==> config.mk <==
export PLATFORM = sky130hd
export DESIGN_NAME = gpio_irq_router
export DESIGN_NICKNAME = d
export VERILOG_FILES = /design/src/rtl/gir_pkg.sv /design/src/rtl/gir_sync.sv /design/src/rtl/gir_regs.sv /design/src/rtl/gir_channel.sv /design/src/rtl/gpio_irq_router.sv
export SDC_FILE = /design/constraint.sdc
export NUM_CORES = 1
export LEC_CHECK = 0
export ABC_AREA = 0
export BUFFER_PORTS_ARGS = -buffer_cell sky130_fd_sc_hd__buf_2
export CELL_PAD_IN_SITES_DETAIL_PLACEMENT = 1
export CELL_PAD_IN_SITES_GLOBAL_PLACEMENT = 1
export CORE_MARGIN = 3
export CORE_UTILIZATION = 28
export CTS_BUF_LIST = sky130_fd_sc_hd__clkbuf_8
export DETAILED_ROUTE_END_ITERATION = 7
export GPL_TIMING_DRIVEN = 0
export PLACE_DENSITY_LB_ADDON = 0.08
export SYNTH_ARGS = -nofsm -noshare
export SYNTH_HDL_FRONTEND = slang
export SYNTH_SLANG_ARGS = --single-unit
==> constraint.sdc <==
create_clock -name clk -period 4.3 [get_ports clk]
set_input_delay 0 -clock clk [delete_from_list [all_inputs] [get_ports clk]]
set_output_delay 0 -clock clk [all_outputs]
set_load 0.02 [all_outputs]
==> src/rtl/gir_pkg.sv <==
package gir_pkg;
    localparam int CH      = 8;
    localparam int SEL_W   = 8;
    localparam int FLT_W   = 4;
    localparam int DATA_W  = 32;
    localparam int INV_LSB = 16;
    localparam int SPAN    = 1 << SEL_W;
    localparam int PER_WORD = DATA_W / SEL_W;

    typedef struct packed {
        logic             edge_en;
        logic             inv_en;
        logic [SEL_W-1:0] sel;
        logic [FLT_W-1:0] flt;
    } ch_cfg_t;

    typedef enum logic [1:0] {
        ADR_MODE   = 2'd0,
        ADR_SEL_LO = 2'd1,
        ADR_SEL_HI = 2'd2,
        ADR_FLT    = 2'd3
    } reg_idx_t;

    typedef enum logic {
        FLT_SETTLED = 1'b0,
        FLT_QUALIFY = 1'b1
    } flt_state_t;
endpackage

==> src/rtl/gir_sync.sv <==
module gir_sync #(
    parameter int W = 8
) (
    input  logic         clk,
    input  logic         rst_n,
    input  logic [W-1:0] d,
    output logic [W-1:0] q
);
    logic [W-1:0] meta_q;

    always_ff @(posedge clk or negedge rst_n) begin
        if (!rst_n) begin
            meta_q <= '0;
            q      <= '0;
        end else begin
            meta_q <= d;
            q      <= meta_q;
        end
    end
endmodule

==> src/rtl/gir_regs.sv <==
module gir_regs
    import gir_pkg::*;
#(
    parameter int ADDR_W = 4
) (
    input  logic                clk,
    input  logic                rst_n,
    input  logic [ADDR_W-1:0]   addr,
    input  logic                we,
    input  logic [DATA_W-1:0]   wdata,
    output logic [DATA_W-1:0]   rdata,
    output ch_cfg_t [CH-1:0]    cfg
);
    localparam int WORD_LSB = 2;
    localparam int NWORDS   = 4;

    logic [CH-1:0]     edge_q, inv_q;
    logic [DATA_W-1:0] sel_lo_q, sel_hi_q, flt_q;
    logic              hit;
    reg_idx_t          idx;

    assign hit = (addr[WORD_LSB-1:0] == '0) && ((addr >> WORD_LSB) < NWORDS);
    assign idx = reg_idx_t'(addr[WORD_LSB +: 2]);

    always_ff @(posedge clk or negedge rst_n) begin
        if (!rst_n) begin
            edge_q   <= '0;
            inv_q    <= '0;
            sel_lo_q <= '0;
            sel_hi_q <= '0;
            flt_q    <= '0;
        end else if (we && hit) begin
            unique case (idx)
                ADR_MODE: begin
                    edge_q <= wdata[CH-1:0];
                    inv_q  <= wdata[INV_LSB +: CH];
                end
                ADR_SEL_LO: sel_lo_q <= wdata;
                ADR_SEL_HI: sel_hi_q <= wdata;
                ADR_FLT:    flt_q    <= wdata;
            endcase
        end
    end

    always_comb begin
        rdata = '0;
        if (hit) begin
            unique case (idx)
                ADR_MODE: begin
                    rdata[CH-1:0]        = edge_q;
                    rdata[INV_LSB +: CH] = inv_q;
                end
                ADR_SEL_LO: rdata = sel_lo_q;
                ADR_SEL_HI: rdata = sel_hi_q;
                ADR_FLT:    rdata = flt_q;
            endcase
        end
    end

    for (genvar n = 0; n < CH; n++) begin : g_cfg
        assign cfg[n].edge_en = edge_q[n];
        assign cfg[n].inv_en  = inv_q[n];
        assign cfg[n].flt     = flt_q[n*FLT_W +: FLT_W];
        if (n < PER_WORD) begin : g_lo
            assign cfg[n].sel = sel_lo_q[(n % PER_WORD)*SEL_W +: SEL_W];
        end else begin : g_hi
            assign cfg[n].sel = sel_hi_q[(n % PER_WORD)*SEL_W +: SEL_W];
        end
    end
endmodule

==> src/rtl/gir_channel.sv <==
module gir_channel
    import gir_pkg::*;
#(
    parameter int NUM_PADS = 200
) (
    input  logic                clk,
    input  logic                rst_n,
    input  logic [NUM_PADS-1:0] pads_s,
    input  ch_cfg_t             cfg,
    output logic                irq
);
    logic [SPAN-1:0] ext;

    for (genvar k = 0; k < SPAN; k++) begin : g_ext
        if (k < NUM_PADS) begin : g_real
            assign ext[k] = pads_s[k];
        end else begin : g_none
            assign ext[k] = 1'b0;
        end
    end

    localparam int ROUTE_W = SEL_W + 2;

    flt_state_t       state_q, state_d;
    logic [FLT_W-1:0] cnt_q, cnt_d;
    logic             filt_q, filt_d;
    logic             prev_q, prev_d;
    logic [ROUTE_W-1:0] route_q, route_now;
    logic             v, cfg_chg;

    assign v         = ext[cfg.sel] ^ cfg.inv_en;
    assign route_now = {cfg.edge_en, cfg.inv_en, cfg.sel};
    assign cfg_chg   = (route_now != route_q);

    always_ff @(posedge clk or negedge rst_n) begin
        if (!rst_n) begin
            state_q <= FLT_SETTLED;
            cnt_q   <= '0;
            filt_q  <= 1'b0;
            prev_q  <= 1'b0;
            route_q <= '0;
        end else begin
            state_q <= state_d;
            cnt_q   <= cnt_d;
            filt_q  <= filt_d;
            prev_q  <= prev_d;
            route_q <= route_now;
        end
    end

    always_comb begin
        state_d = state_q;
        cnt_d   = cnt_q;
        filt_d  = filt_q;
        prev_d  = cfg_chg ? v : filt_q;
        if (cfg_chg) begin
            state_d = FLT_SETTLED;
            cnt_d   = '0;
            filt_d  = v;
        end else begin
            unique case (state_q)
                FLT_SETTLED: begin
                    if (v != filt_q) begin
                        if (cfg.flt == '0) begin
                            filt_d = v;
                        end else begin
                            state_d = FLT_QUALIFY;
                            cnt_d   = FLT_W'(1);
                        end
                    end
                end
                FLT_QUALIFY: begin
                    if (v == filt_q) begin
                        state_d = FLT_SETTLED;
                    end else if (cnt_q >= cfg.flt) begin
                        filt_d  = v;
                        state_d = FLT_SETTLED;
                    end else begin
                        cnt_d = cnt_q + FLT_W'(1);
                    end
                end
            endcase
        end
    end

    always_comb begin
        irq = cfg.edge_en ? (filt_q & ~prev_q) : filt_q;
    end
endmodule

==> src/rtl/gpio_irq_router.sv <==
module gpio_irq_router
    import gir_pkg::*;
#(
    parameter int NUM_PADS = 200,
    parameter int ADDR_W   = 4
) (
    input  logic                clk,
    input  logic                rst_n,
    input  logic [NUM_PADS-1:0] pads,
    input  logic [ADDR_W-1:0]   bus_addr,
    input  logic                bus_we,
    input  logic [DATA_W-1:0]   bus_wdata,
    output logic [DATA_W-1:0]   bus_rdata,
    output logic [CH-1:0]       irq_out
);
    logic [NUM_PADS-1:0] pads_s;
    ch_cfg_t [CH-1:0]    cfg;

    gir_sync #(.W(NUM_PADS)) u_sync (
        .clk   (clk),
        .rst_n (rst_n),
        .d     (pads),
        .q     (pads_s)
    );

    gir_regs #(.ADDR_W(ADDR_W)) u_regs (
        .clk   (clk),
        .rst_n (rst_n),
        .addr  (bus_addr),
        .we    (bus_we),
        .wdata (bus_wdata),
        .rdata (bus_rdata),
        .cfg   (cfg)
    );

    for (genvar n = 0; n < CH; n++) begin : g_ch
        gir_channel #(.NUM_PADS(NUM_PADS)) u_ch (
            .clk    (clk),
            .rst_n  (rst_n),
            .pads_s (pads_s),
            .cfg    (cfg[n]),
            .irq    (irq_out[n])
        );
    end
endmodule

==> results.json <==
{
  "outcome": "complete, but fails checks",
  "violations": "setup timing",
  "synth_sequential_area_ratio_pct": 46.1,
  "worst_ir_drop_vdd_mv": 0.271,
  "share_of_the_core_filled_with_cells_pct": 37.4,
  "synthToLayoutAreaGrowth_pct": 32.0,
  "io-pin-count": 279,
  "share_seq_of_total_power_pct": 33.5,
  "avgRoutedWirePerCell_um": 35.9,
  "dr_total_vias": 27843,
  "pwr-share-comb_pct": 42.1,
  "antenna_found_initial": 14,
  "yosysWarningCount": 0,
  "port_buffers": 276,
  "initial_utilization_pct": 28.3,
  "max_slew.worst_pin.slew_ps": 1250,
  "detail_route.wirelength_mm": 179,
  "cts_inserted_buffers": 112,
  "synth-compound-area-share_pct": 5.75,
  "synth_adder_area_share_pct": 1.42,
  "critPathRequiredTime_ps": 5060,
  "yosys.area_share.simple_pct": 6.00,
  "grt_start_max_net_pins": 136,
  "synth.ff_latch_count": 648,
  "half_perimeter_wire_length_after_placement_mm": 131,
  "final_hold_viol_count": 0,
  "tritoncts_clock_tree": "yes",
  "netlist_area_um2": 35200,
  "clockRootBuffer": "sky130_fd_sc_hd__clkbuf_8",
  "dieHeight_um": 361,
  "layout_commonest_cell": "sky130_fd_sc_hd__dfrtp_1",
  "grt_first_pass_wirelength_mm": 248,
  "count_of_flip_flops_with_a_built_in_enable_after_synthesis": 0,
  "chip_width_um": 361,
  "h_tree_lvls": 3,
  "final_antenna_net_count": 0,
  "clock_power_share_pct": 24.4,
  "unique_masters_post_synth": 76,
  "cp_max_fo": 10,
  "worstSkewPairLatency_ps": 880,
  "leakagePower_uw": 0.0188,
  "dieArea_um2": 130000,
  "internal_power_uw": 14200,
  "setup_slack_placement_ps": -1480,
  "clock_skews_ps": 83.9,
  "timing_worst_setup_path_type": "flop to flop",
  "report.final.slew_viol_count": 0,
  "path_clk_slew_ps": 60,
  "pwr_per_cell_area_nw_per_um2": 510,
  "postSynthCellCount": 2382,
  "rows": 129,
  "synth_ff_type": "sky130_fd_sc_hd__dfrtp_1",
  "drt_drc_violations_left": 0,
  "post_synth.cell_area_avg_um2": 14.8,
  "r2r_setup_slack_ps": -10,
  "clock.fmax_ghz": 0.232,
  "timing.hold.worst.class": "input port to flop",
  "fin_ws_ps": -12.7,
  "switching_share_pct": 40.1,
  "synth_xor_area_share_pct": 2.63,
  "core_region_area_um2": 124000,
  "worst-endpoint-arrival_ps": 5070,
  "layout_cell_share_with_drive_strength_beyond_1_pct": 37.2,
  "drt_pass1_iterations": 5,
  "cts_max_path_buffers": 3,
  "synth_top_family_by_area": "multiplexers",
  "globalRoute.totalOverflow": 0,
  "postSynthNetCount": 2661,
  "synth-async-reset-ratio_pct": 100,
  "p_sw_uw": 9510,
  "end_kind": "flop",
  "via_count_normalized_by_instance_count": 5.60,
  "setup_violations": 2,
  "startpoint_class_of_the_critical_path": "flop",
  "fin_nets": 3521,
  "finalPower_uw": 23700,
  "detailedRoute.firstIterationViolations": 2641,
  "crit_share_post_route_pct": 100,
  "period_minus_ws_final_ps": 4310,
  "max-slew-margin-rel_pct": 16.9,
  "gp_routability_congestion": 0.984,
  "post_synth_mux_area_share_pct": 35.0,
  "global_route.usage.total_pct": 27.4,
  "grt_pass1_vias": 30104,
  "maxCapViolCount": 0,
  "cts_num_sinks": 648,
  "highest_count_cells_in_the_layout_ignoring_fill_and_taps": "636 x sky130_fd_sc_hd__dfrtp_1, 469 x sky130_fd_sc_hd__dlygate4sd3_1, 435 x sky130_fd_sc_hd__mux4_2"
}
==> per-layer routing <==
| layer | up-vias | part of all wire, % | track usage, % |
|---|---|---|---|
| met5 | - | 0.024 | 0 |
| met1 | 15087 | 40 | 35.2 |
| met4 | 6 | 4.9 | 11.6 |
| li1 | 11095 | - | - |
| met3 | 326 | 6.8 | 5.68 |
| met2 | 1329 | 48 | 44.9 |
==> area by class of cell <==
cell class / count / area [µm²]
Tap cell: 1637 / 2050
Buffer: 181 / 1170
Fill cell: 12979 / 77800
Clock buffer: 141 / 1940
Sequential cell: 648 / 16200
Timing Repair Buffer: 758 / 6330
Antenna cell: 10 / 25.0
Clock inverter: 58 / 384
Multi-Input combinational cell: 1490 / 18100
Inverter: 51 / 191
==> sequential cells by signal (all words and copies together) (netlist names), 32 cells and up <==
signal             count
u_sync.q             200
g_ch.u_ch.route_q     80
u_regs.sel_hi_q       32
u_sync.meta_q        200
g_ch.u_ch.cnt_q       32
u_regs.sel_lo_q       32
u_regs.flt_q          32
==> power groups by stage <==
| stage | logic, µW | clock network [µW] | registers [µW] |
|---|---|---|---|
| after global routing | 10300 | 6300 | 7990 |
| after detailed placement | 9280 | 0 | 7860 |
| after CTS | 9680 | 6000 | 7910 |
| final | 9980 | 5790 | 7930 |
| after global placement | 9160 | 0 | 7840 |
| after floorplan | 5610 | 0 | 7320 |
==> critical path, cell delays in order (launching register included) <==
cell and delay [ps]:
sky130_fd_sc_hd__dfrtp_1 350, sky130_fd_sc_hd__buf_2 430, sky130_fd_sc_hd__buf_4 340, sky130_fd_sc_hd__clkbuf_4 350, sky130_fd_sc_hd__buf_4 390, sky130_fd_sc_hd__mux2i_2 470
sky130_fd_sc_hd__nand3_1 130, sky130_fd_sc_hd__a311oi_1 520, sky130_fd_sc_hd__nor4_4 160, sky130_fd_sc_hd__o21ai_2 170, sky130_fd_sc_hd__nand3b_2 170, sky130_fd_sc_hd__or4b_1 530
sky130_fd_sc_hd__a31oi_1 160
==> cell families (layout without fill, tap and decap cells) <==
logic type               Yosys count  count (layout)
multiplexers                     667             667
flip-flops                       648             648
AND/OR/NAND/NOR                  399             399
AO/OA/AOI/OAI                    280             280
buffers and inverters            244            1189
XOR/XNOR                         104             104
adder cells (fa/ha/maj)           40              40
other                              0              10
==> what timing repair did <==
| item | in CTS | in global routing |
|---|---|---|
| resized for setup | 164 | 61 |
| setup endpoints to repair | 63 | 19 |
| endpoints found under the hold margin | 695 | 0 |
| pin swaps | 5 | 6 |
| hold buffers | 470 | 0 |
| setup buffers | 1 | 3 |
==> through the flow <==
step                cells  setup TNS (ps)  instance area [µm²]  hold WS [ps]
global placement     4295        -6445680                38600           108
floorplan            2382               0                35200          -296
CTS                  4961               0                46200          1.14
global route         4968           -1.76                46500          36.5
finish               4974           -22.2                46500          76.2
detailed placement   4303          -54020                38800         -62.5
==> cells in the mapped netlist, drive strengths merged (12+ instances only) <==
cell type,number,area [µm²]
dfrtp,648,16200
mux4,435,9800
mux2,166,1870
buf,109,591
clkbuf,84,315
nand2,76,285
nor2,70,263
mux2i,66,664
xor2,57,499
inv,51,191
a21oi,47,235
a22oi,47,353
xnor2,46,403
nand3,44,220
ha,40,500
o21ai,35,179
nor2b,34,213
nor4,29,181
nand2b,28,175
nor3,25,125
and2,24,150
nand4,17,106
nand3b,16,124
a21o,15,113
a31oi,15,109
a211oi,12,90.1
nor3b,12,90.1
o211ai,12,90.1
==> worst paths after layout <==
path / startpoint / end / cells after the start
worst min register to register: u_sync.meta_q[186]$_DFF_PN0_ / u_sync.q[186]$_DFF_PN0_ / 0
min in group asynchronous: rst_n / g_ch[7].u_ch.cnt_q[0]$_DFFE_PN0P_ / 4
worst max register to register: u_regs.sel_hi_q[1]$_DFFE_PN0P_ / g_ch[4].u_ch.cnt_q[3]$_DFFE_PN0P_ / 12
worst max-delay path: u_regs.sel_hi_q[1]$_DFFE_PN0P_ / g_ch[4].u_ch.cnt_q[3]$_DFFE_PN0P_ / 12
max in group asynchronous: rst_n / u_sync.meta_q[58]$_DFF_PN0_ / 7
worst min-delay path: bus_wdata[20] / u_regs.flt_q[20]$_DFFE_PN0P_ / 3
(Power assumes the default switching activity.)
